File: config.mk
export PLATFORM = sky130hd
export DESIGN_NAME = flash_upd_seq
export DESIGN_NICKNAME = d
export VERILOG_FILES = /design/src/rtl/flash_upd_pkg.sv /design/src/rtl/flash_upd_steps.sv /design/src/rtl/flash_upd_wdog.sv /design/src/rtl/flash_upd_seq.sv
export SDC_FILE = /design/constraint.sdc
export NUM_CORES = 1
export LEC_CHECK = 0
export ABC_AREA = 1
export BUFFER_PORTS_ARGS = -buffer_cell sky130_fd_sc_hd__buf_2
export CAP_MARGIN = 20
export CORE_ASPECT_RATIO = 0.5
export CORE_MARGIN = 3
export CORE_UTILIZATION = 49
export DETAILED_ROUTE_END_ITERATION = 8
export PLACE_DENSITY = 0.74
export SKIP_CTS_REPAIR_TIMING = 1
export SYNTH_ARGS = -nofsm -noshare
export SYNTH_HDL_FRONTEND = slang
export SYNTH_SLANG_ARGS = --single-unit
File: constraint.sdc
create_clock -name clk -period 2 [get_ports clk]
set_clock_uncertainty 0.1 [all_clocks]
set_input_delay 0.3 -clock clk [delete_from_list [all_inputs] [get_ports clk]]
set_output_delay 0.3 -clock clk [all_outputs]
set_load 0.02 [all_outputs]
File: src/rtl/flash_upd_pkg.sv
package flash_upd_pkg;
   typedef enum logic [1:0] {
      OP_NONE  = 2'd0,
      OP_ERASE = 2'd1,
      OP_PROG  = 2'd2
   } fl_op_e;

   typedef enum logic [2:0] {
      SRC_DATA = 3'd0,
      SRC_FLAG = 3'd1,
      SRC_MSET = 3'd2,
      SRC_MCLR = 3'd3,
      SRC_COPY = 3'd4
   } fl_src_e;

   typedef enum logic {
      UPD_TABLE = 1'b0,
      UPD_BLOCK = 1'b1
   } upd_kind_e;

   localparam int TBL_STEPS = 3;
   localparam int BLK_STEPS = 9;
   localparam int TBL_ERASES = 1;
   localparam int TBL_PROGS  = 2;
   localparam int BLK_ERASES = 3;
   localparam int BLK_PROGS  = 6;
endpackage

File: src/rtl/flash_upd_steps.sv
module flash_upd_steps
   import flash_upd_pkg::*;
#(
   parameter int PAGE_W    = 6,
   parameter int ROW_W     = 3,
   parameter int IDX_W     = 4,
   parameter int CBUF_PAGE = 63,
   parameter int MARK_ROW  = 2
) (
   input  upd_kind_e         kind,
   input  logic [IDX_W-1:0]  idx,
   input  logic [PAGE_W-1:0] tbl_page,
   input  logic [PAGE_W-1:0] tgt_page,
   output fl_op_e            op,
   output logic [PAGE_W-1:0] page,
   output logic [ROW_W-1:0]  row,
   output fl_src_e           src,
   output logic              last
);
   localparam logic [PAGE_W-1:0] CBUF_P = PAGE_W'(CBUF_PAGE);
   localparam logic [ROW_W-1:0]  MROW   = ROW_W'(MARK_ROW);

   logic [PAGE_W-1:0] tgt_next;
   assign tgt_next = tgt_page + PAGE_W'(1);

   // table update sequence
   fl_op_e            t_op;
   logic [PAGE_W-1:0] t_page;
   logic [ROW_W-1:0]  t_row;
   fl_src_e           t_src;

   always_comb begin
      t_op   = OP_NONE;
      t_page = tbl_page;
      t_row  = '0;
      t_src  = SRC_DATA;
      case (idx)
         IDX_W'(0): t_op = OP_ERASE;
         IDX_W'(1): begin
            t_op  = OP_PROG;
            t_row = ROW_W'(0);
         end
         IDX_W'(2): begin
            t_op  = OP_PROG;
            t_row = ROW_W'(1);
            t_src = SRC_FLAG;
         end
         default: t_op = OP_NONE;
      endcase
   end

   // block update sequence through the staging page
   fl_op_e            b_op;
   logic [PAGE_W-1:0] b_page;
   logic [ROW_W-1:0]  b_row;
   fl_src_e           b_src;

   always_comb begin
      b_op   = OP_NONE;
      b_page = CBUF_P;
      b_row  = '0;
      b_src  = SRC_DATA;
      case (idx)
         IDX_W'(0): b_op = OP_ERASE;
         IDX_W'(1): begin
            b_op  = OP_PROG;
            b_row = ROW_W'(0);
         end
         IDX_W'(2): begin
            b_op  = OP_PROG;
            b_row = ROW_W'(1);
         end
         IDX_W'(3): begin
            b_op  = OP_PROG;
            b_row = MROW;
            b_src = SRC_MSET;
         end
         IDX_W'(4): begin
            b_op   = OP_ERASE;
            b_page = tgt_page;
         end
         IDX_W'(5): begin
            b_op   = OP_ERASE;
            b_page = tgt_next;
         end
         IDX_W'(6): begin
            b_op   = OP_PROG;
            b_page = tgt_page;
            b_src  = SRC_COPY;
         end
         IDX_W'(7): begin
            b_op   = OP_PROG;
            b_page = tgt_next;
            b_src  = SRC_COPY;
         end
         IDX_W'(8): begin
            b_op  = OP_PROG;
            b_row = MROW;
            b_src = SRC_MCLR;
         end
         default: b_op = OP_NONE;
      endcase
   end

   always_comb begin
      if (kind == UPD_BLOCK) begin
         op   = b_op;
         page = b_page;
         row  = b_row;
         src  = b_src;
         last = (idx == IDX_W'(BLK_STEPS - 1));
      end else begin
         op   = t_op;
         page = t_page;
         row  = t_row;
         src  = t_src;
         last = (idx == IDX_W'(TBL_STEPS - 1));
      end
   end
endmodule

File: src/rtl/flash_upd_wdog.sv
module flash_upd_wdog #(
   parameter int TICKS_PER_MS = 1000,
   parameter int ERASE_MS     = 20,
   parameter int PROG_MS      = 2,
   parameter bit WDOG_EN      = 1'b1
) (
   input  logic clk,
   input  logic rst_n,
   input  logic run,
   input  logic step_clr,
   input  logic is_erase,
   output logic expire
);
   localparam int ERASE_LIM = ERASE_MS * TICKS_PER_MS;
   localparam int PROG_LIM  = PROG_MS * TICKS_PER_MS;
   localparam int CNT_W     = $clog2(ERASE_LIM + 1);

   if (PROG_LIM < 1 || ERASE_LIM < PROG_LIM) begin : g_bad_lim
      $error("flash_upd_wdog: step limits must be positive and erase >= program");
   end

   if (WDOG_EN) begin : g_wdog
      logic [CNT_W-1:0] cnt_q;
      logic [CNT_W-1:0] lim_m1;

      assign lim_m1 = is_erase ? CNT_W'(ERASE_LIM - 1) : CNT_W'(PROG_LIM - 1);

      always_ff @(posedge clk) begin
         if (!rst_n || !run || step_clr) cnt_q <= '0;
         else                            cnt_q <= cnt_q + CNT_W'(1);
      end

      assign expire = run && (cnt_q == lim_m1);
   end else begin : g_nowdog
      assign expire = 1'b0;
   end
endmodule

File: src/rtl/flash_upd_seq.sv
module flash_upd_seq
   import flash_upd_pkg::*;
#(
   parameter int PAGE_W       = 6,
   parameter int ROW_W        = 3,
   parameter int CBUF_PAGE    = 63,
   parameter int MARK_ROW     = 2,
   parameter int TICKS_PER_MS = 1000,
   parameter int ERASE_MS     = 20,
   parameter int PROG_MS      = 2,
   parameter int TBL_MAX_MS   = 24,
   parameter int BLK_MAX_MS   = 72,
   parameter bit WDOG_EN      = 1'b1
) (
   input  logic              clk,
   input  logic              rst_n,
   input  logic              start_i,
   input  logic              kind_i,
   input  logic [PAGE_W-1:0] tbl_page_i,
   input  logic [PAGE_W-1:0] tgt_page_i,
   input  logic              fl_done_i,
   output logic              cmd_req_o,
   output logic [1:0]        cmd_op_o,
   output logic [PAGE_W-1:0] cmd_page_o,
   output logic [ROW_W-1:0]  cmd_row_o,
   output logic [2:0]        cmd_src_o,
   output logic              scl_stretch_o,
   output logic              done_o,
   output logic              err_o,
   output logic              busy_rej_o
);
   localparam int IDX_W = $clog2(BLK_STEPS);
   localparam int TBL_WORST = TBL_ERASES * ERASE_MS + TBL_PROGS * PROG_MS;
   localparam int BLK_WORST = BLK_ERASES * ERASE_MS + BLK_PROGS * PROG_MS;

   // elaboration checks
   if (PAGE_W < 2 || ROW_W < 2) begin : g_bad_width
      $error("flash_upd_seq: PAGE_W and ROW_W must be at least 2");
   end
   if (CBUF_PAGE < 0 || CBUF_PAGE >= (1 << PAGE_W)) begin : g_bad_cbuf
      $error("flash_upd_seq: CBUF_PAGE out of range");
   end
   if (MARK_ROW < 2 || MARK_ROW >= (1 << ROW_W)) begin : g_bad_mrow
      $error("flash_upd_seq: MARK_ROW must lie above the two staging rows");
   end
   if (TBL_WORST > TBL_MAX_MS || BLK_WORST > BLK_MAX_MS) begin : g_bad_budget
      $error("flash_upd_seq: step limits exceed the update time budget");
   end

   logic              busy_q;
   logic [IDX_W-1:0]  idx_q;
   upd_kind_e         kind_q;
   logic [PAGE_W-1:0] tbl_q;
   logic [PAGE_W-1:0] tgt_q;
   logic              done_q;
   logic              err_q;
   logic              rej_q;

   fl_op_e            st_op;
   logic [PAGE_W-1:0] st_page;
   logic [ROW_W-1:0]  st_row;
   fl_src_e           st_src;
   logic              st_last;
   logic              expire_w;

   flash_upd_steps #(
      .PAGE_W    (PAGE_W),
      .ROW_W     (ROW_W),
      .IDX_W     (IDX_W),
      .CBUF_PAGE (CBUF_PAGE),
      .MARK_ROW  (MARK_ROW)
   ) u_steps (
      .kind     (kind_q),
      .idx      (idx_q),
      .tbl_page (tbl_q),
      .tgt_page (tgt_q),
      .op       (st_op),
      .page     (st_page),
      .row      (st_row),
      .src      (st_src),
      .last     (st_last)
   );

   flash_upd_wdog #(
      .TICKS_PER_MS (TICKS_PER_MS),
      .ERASE_MS     (ERASE_MS),
      .PROG_MS      (PROG_MS),
      .WDOG_EN      (WDOG_EN)
   ) u_wdog (
      .clk      (clk),
      .rst_n    (rst_n),
      .run      (busy_q),
      .step_clr (fl_done_i),
      .is_erase (st_op == OP_ERASE),
      .expire   (expire_w)
   );

   always_ff @(posedge clk) begin
      if (!rst_n) begin
         busy_q <= 1'b0;
         idx_q  <= '0;
         kind_q <= UPD_TABLE;
         tbl_q  <= '0;
         tgt_q  <= '0;
         done_q <= 1'b0;
         err_q  <= 1'b0;
         rej_q  <= 1'b0;
      end else begin
         done_q <= 1'b0;
         err_q  <= 1'b0;
         rej_q  <= busy_q && start_i;
         if (!busy_q) begin
            if (start_i) begin
               busy_q <= 1'b1;
               idx_q  <= '0;
               kind_q <= upd_kind_e'(kind_i);
               tbl_q  <= tbl_page_i;
               tgt_q  <= tgt_page_i;
            end
         end else if (fl_done_i) begin
            if (st_last) begin
               busy_q <= 1'b0;
               done_q <= 1'b1;
               idx_q  <= '0;
            end else begin
               idx_q <= idx_q + IDX_W'(1);
            end
         end else if (expire_w) begin
            busy_q <= 1'b0;
            err_q  <= 1'b1;
            idx_q  <= '0;
         end
      end
   end

   assign cmd_req_o     = busy_q;
   assign scl_stretch_o = busy_q;
   assign cmd_op_o      = busy_q ? st_op   : OP_NONE;
   assign cmd_page_o    = busy_q ? st_page : '0;
   assign cmd_row_o     = busy_q ? st_row  : '0;
   assign cmd_src_o     = busy_q ? st_src  : SRC_DATA;
   assign done_o        = done_q;
   assign err_o         = err_q;
   assign busy_rej_o    = rej_q;

   // bookkeeping for the marker-ordering checks
   logic       mset_q;
   logic [1:0] tprog_q;
   always_ff @(posedge clk) begin
      if (!rst_n || !busy_q) begin
         mset_q  <= 1'b0;
         tprog_q <= '0;
      end else if (fl_done_i) begin
         if (cmd_src_o == SRC_MSET) mset_q <= 1'b1;
         if (cmd_src_o == SRC_COPY) tprog_q <= tprog_q + 2'd1;
      end
   end


   marker_before_erase_chk: assert property (@(posedge clk) disable iff (!rst_n)
      (cmd_req_o && kind_q == UPD_BLOCK && cmd_op_o == OP_ERASE &&
       cmd_page_o != PAGE_W'(CBUF_PAGE)) |-> mset_q);


   marker_clear_late_chk: assert property (@(posedge clk) disable iff (!rst_n)
      (cmd_req_o && cmd_src_o == SRC_MCLR) |-> (tprog_q == 2'd2));


   stretch_end_chk: assert property (@(posedge clk) disable iff (!rst_n)
      $fell(scl_stretch_o) |-> (done_o || err_o));


   step_hold_chk: assert property (@(posedge clk) disable iff (!rst_n)
      (cmd_req_o && !fl_done_i && !expire_w) |=>
         ($stable(cmd_op_o) && $stable(cmd_page_o) && $stable(cmd_row_o) && $stable(cmd_src_o)));


   abort_clean_chk: assert property (@(posedge clk) disable iff (!rst_n)
      err_o |-> (!scl_stretch_o && !done_o));


   done_pulse_chk: assert property (@(posedge clk) disable iff (!rst_n)
      done_o |=> !done_o);


   reject_chk: assert property (@(posedge clk) disable iff (!rst_n)
      (scl_stretch_o && start_i) |=> busy_rej_o);
endmodule

Yosys cells after proc, flatten, opt, wreduce, memory -nomap -nowiden:

Cells that the tools add are included.
W data, S select, Z words.

* mux-type cells: 28
* add/sub/neg operators: 3
* reduce and logical (&&, ||, !) cells: 19
* equality and inequality tests: 11
* bitwise logic cells: 2

Operators with widths (count)
* $mux W4: 5
* $eq A4 B3 Y1 const B: 4
* $add A15 B1 Y15 const B: 1
* $eq A15 B15 Y1: 1
* $mux W15: 1
* $mux W3: 4
* $mux W6: 2
* $pmux W2 S2: 3
* $pmux W6 S2: 1
* $reduce_or A2 Y1: 5
* $mux W1: 9
* $pmux W3 S3: 1
* $eq A4 B2 Y1 const B: 2
* $add A6 B1 Y6 const B: 1
* $reduce_or A3 Y1: 2
* $reduce_or A6 Y1: 1
* $add A4 B1 Y4 const B: 1
* $eq A4 B1 Y1 const B: 1
* $eq A4 B4 Y1 const B: 1
* $logic_not A4 Y1: 1
* $mux W2: 2
* $reduce_and A2 Y1: 2
* $ne A3 B2 Y1 const B: 1
* $reduce_and A3 Y1: 1
* 6 further kinds: 10

* output and inout bits: 19
* word-level logic and storage cells: 72
* flip-flop bits (word level): 36
* input bits: 17

Logic depth before layout (Yosys ltp):

* word-level depth: 11
* gate-level depth with buffers: 15
* gate-level depth less buffers: 15

By module:

Synthesis repeated with hierarchy kept, for this count alone.

* cell total of the unflattened synthesis: 328
* area total of the unflattened synthesis: 2170.8 um^2

By module, submodules not included
* flash_upd_seq: sequential area each 420.4 um^2, instances 1, area each 1003.5 um^2, cells an instance 132
* flash_upd_wdog: sequential area each 300.3 um^2, instances 1, area each 838.3 um^2, cells an instance 126
* flash_upd_steps: sequential area each 0.0 um^2, instances 1, area each 329.1 um^2, cells an instance 70

Worst setup path before layout:

OpenSTA, ideal clock, no wires.

* kind: flip-flop to output port
* from: register idx_q[0]
* to: output cmd_page_o[5]
* arrival: 1.804 ns
* path slack: -0.204 ns
* buffers on the path: 0
* cell stages (with the launch flop): 10
* cells stage by stage: dfxtp_1 inv_1 ha_1 o21ai_0 inv_1 nor2_1 nor2_1 a21oi_1 o21ai_0 a21oi_1

* longest elaborated chain between the ends: 5
* elaborated cells on any way between the ends: 9

RTL lines
* from (decl): line flash_upd_seq.sv:51 `logic [IDX_W-1:0] idx_q;`
* from (signal assigned): line flash_upd_seq.sv:126 `idx_q <= idx_q + IDX_W'(1);`
* $eq A4 B3 Y1: line flash_upd_steps.sv:63 `case (idx)`
* $reduce_or A2 Y1 (no source line)
* $pmux W6 S2 *: line flash_upd_steps.sv:63
* $mux W6 *: line flash_upd_steps.sv:106 `if (kind == UPD_BLOCK) begin`
* $mux W6 *: line flash_upd_seq.sv:139 `assign cmd_page_o = busy_q ? st_page : '0;`
* to (decl): line flash_upd_seq.sv:24 `output logic [PAGE_W-1:0] cmd_page_o,`

Mark *: on every way between the ends. The rest lies on a longest branch, timed or not.

Final worst setup path:

* from: register idx_q[1]
* to: output cmd_page_o[5]

Same word-level chain as after synthesis.

==> out/qor.yml <==
drt_iter0_markers: 145
holdWs_ns: 0.127
cts.clk_slew.worst_paths_ns: 0.07
worst_slack_ns: -0.314
ys_warn_count: 0
synth_common_cells: "nor2_1 (46), dfxtp_1 (36), o21ai_0 (32)"
initial_core_util_pct: 55.9
nets: 340
synth_edf_count: 0
vias: 2034
crit_chain: "inv_4 > ha_4 > o21ai_4 > inv_2 > nor2_4 > nor2_1 > a21oi_1 > o21ai_1 > a21oi_2 > buf_4"
antenna_found_initial: 0
grt_max_degree: 21
ios: 36
area_delta_synth_final_pct: 39.4
start_kind: "flop"
end_kind: "output pin"
root_buffer: "clkbuf_8"
critical_path.max_fanout: 4
peakVddDrop_mv: 0.388
cts_buffers: 5
dpl_cell_area_um2: 2140
rsz0062_at_grt: "true"
synth_top_area_share_pct: 39.6
route.detailed.drc: 0
fp-row-count: 14
place_congestion: 0.855
worstMarginPinSlew_ns: 0.547
synth_area_um2: 1820
ys_seq_area_share_pct: 39.6
viasPerCell: 5.56
synth_area_leader_cell: "dfxtp_1"
finalHoldViolCount: 0
die_area_um2: 4530
ys_seq_elements: 36
cts_buffer_depth: 2
drive_gt1_share_pct: 37.1
cts_sinks: 36
grt_overflow: 0
dp_hpwl_um: 3210
synth_area_leaders: "dfxtp_1 (40%), nor2_1 (9.5%), o21ai_0 (8.8%), a21oi_1 (6.3%), nand2_1 (6.2%)"
syn_nets: 284
synthCells: 261
core_area_um2: 3260
setup-tns-final_ns: -1.36
power.total_mw: 1.54
ant_nets: 0
cts_tree: "done"
timing.slew.headroom_pct: 63.4
critPathKind: "flop to output pin"
path_buf_inv: 3
drt_first_pass_iters: 5
stdcell_area_um2: 2540
detail_route.wl_per_cell_um: 14.6
cp_slowest_stage_delay_ns: 0.39
p_per_area_nw_per_um2: 606
avgSynthCellArea_um2: 6.98
diodes: 0
die_w_um: 92.2
cp_top_family: "compound AO/OA/AOI/OAI gates"
max_freq_mhz: 432
cp.required_ns: 1.60
synthArstFlopShare_pct: 0
routed_wl_um: 5330
violations: "setup timing"
cts-htree-levels: 2
synth_most_common_cell: "nor2_1"
dieHeight_um: 49.1
grt_usage_pct: 20.2
grt_pass1_vias: 1763
slew_viol_final: 0
finalCritPeriodShare_pct: 116
p_leak_nw: 1.01
critPathArrivalTime_ns: 1.91
pre_cts_ws_ns: -0.0576
ys_types: 30
setup_viol: 13
fin_crit_ns: 2.31
ys.flop_type: "dfxtp_1"
numPortBuffers: 34
outcome: "finished with violations"
grt_pass1_wl_um: 7400
hold_path.class: "input pin to flop"
cap_violations: 0
insertion_delay_ns: 0.30
cp_slowest_cell: "dfxtp_4"
## sequential cells by signal, summed over array words and instances (netlist names), 4 cells and up
register / flops
idx_q: 4
tbl_q: 6
u_wdog.g_wdog.cnt_q: 15
tgt_q: 6
## tightest hold or removal path: stages
cell    delay (ns)
buf_2         0.07
nor2_1        0.03
nor2_1        0.08
## per-layer routing
metal / track usage, % / vias to the layer above / wire length [um]
met5: 0 / - / 0
met4: 7.64 / 0 / 106
met3: 6.01 / 19 / 351
met2: 33.0 / 78 / 2430
met1: 25.3 / 952 / 2440
li1: - / 985 / -
## kinds of logic after synthesis
kind of cell               count (synthesis)  synth area share [%]
and+or+nand+nor                          117                  29.0
buffers and inverters                     35                  7.90
other                                      1                 0.206
adders and majority gates                  6                  4.12
xor gates and xnor gates                   2                 0.962
DFF                                       36                  39.6
AOI/OAI and AO/OA                         64                  18.3
## power by group
part           total (mW)  internal [mW]  leakage [nW]  switching (mW)
clock network       0.548          0.280        0.0445           0.268
registers           0.769          0.742         0.297          0.0267
logic               0.223         0.0876         0.664           0.135
total                1.54           1.11          1.01           0.430
## cell type report
cell class | instances | area [um^2]
timing repair buffer | 56 | 385
clock inverter | 1 | 7.51
fill | 248 | 718
clock buffer | 7 | 86.3
sequential | 36 | 734
inverter | 28 | 118
tap | 48 | 60.1
multi-input combinational | 190 | 1150
## cell usage in the layout, fill, tap and decap left out, types with 4 or more instances in the layout
cell type and n:
nor2_1 41, dfxtp_1 29, nand2_1 27, o21ai_0 27
buf_2 26, buf_4 22, inv_1 19, a21oi_1 16
nor3_1 12, nand3_1 9, buf_6 8, nand2_2 6
a21oi_2 6, clkbuf_8 6, inv_2 5, dfxtp_2 5
nor2_4 4, nand3_2 4, nand4_1 4
## path summary, 6_finish.rpt
| kind | from | to | slack [ns] | cells after the start |
|---|---|---|---|---|
| worst min-delay path | tbl_page_i[4] | tbl_q[4] | 0.13 | 3 |
| worst min register to register | u_wdog.g_wdog.cnt_q[0] | u_wdog.g_wdog.cnt_q[0] | 0.32 | 1 |
| worst max-delay path | idx_q[1] | cmd_page_o[5] | -0.31 | 10 |
| worst max register to register | idx_q[0] | idx_q[0] | -0.05 | 13 |
## per-stage QoR
| step | utilization (%) | instances |
|---|---|---|
| 2_1_floorplan | - | 261 |
| 3_3_place_gp | 65.7 | 352 |
| 3_5_place_dp | 65.7 | 352 |
| 4_1_cts | 68.6 | 360 |
| 5_1_grt | 78.0 | 366 |
| 6_report | 78.0 | 366 |
(Power assumes the default switching activity.)
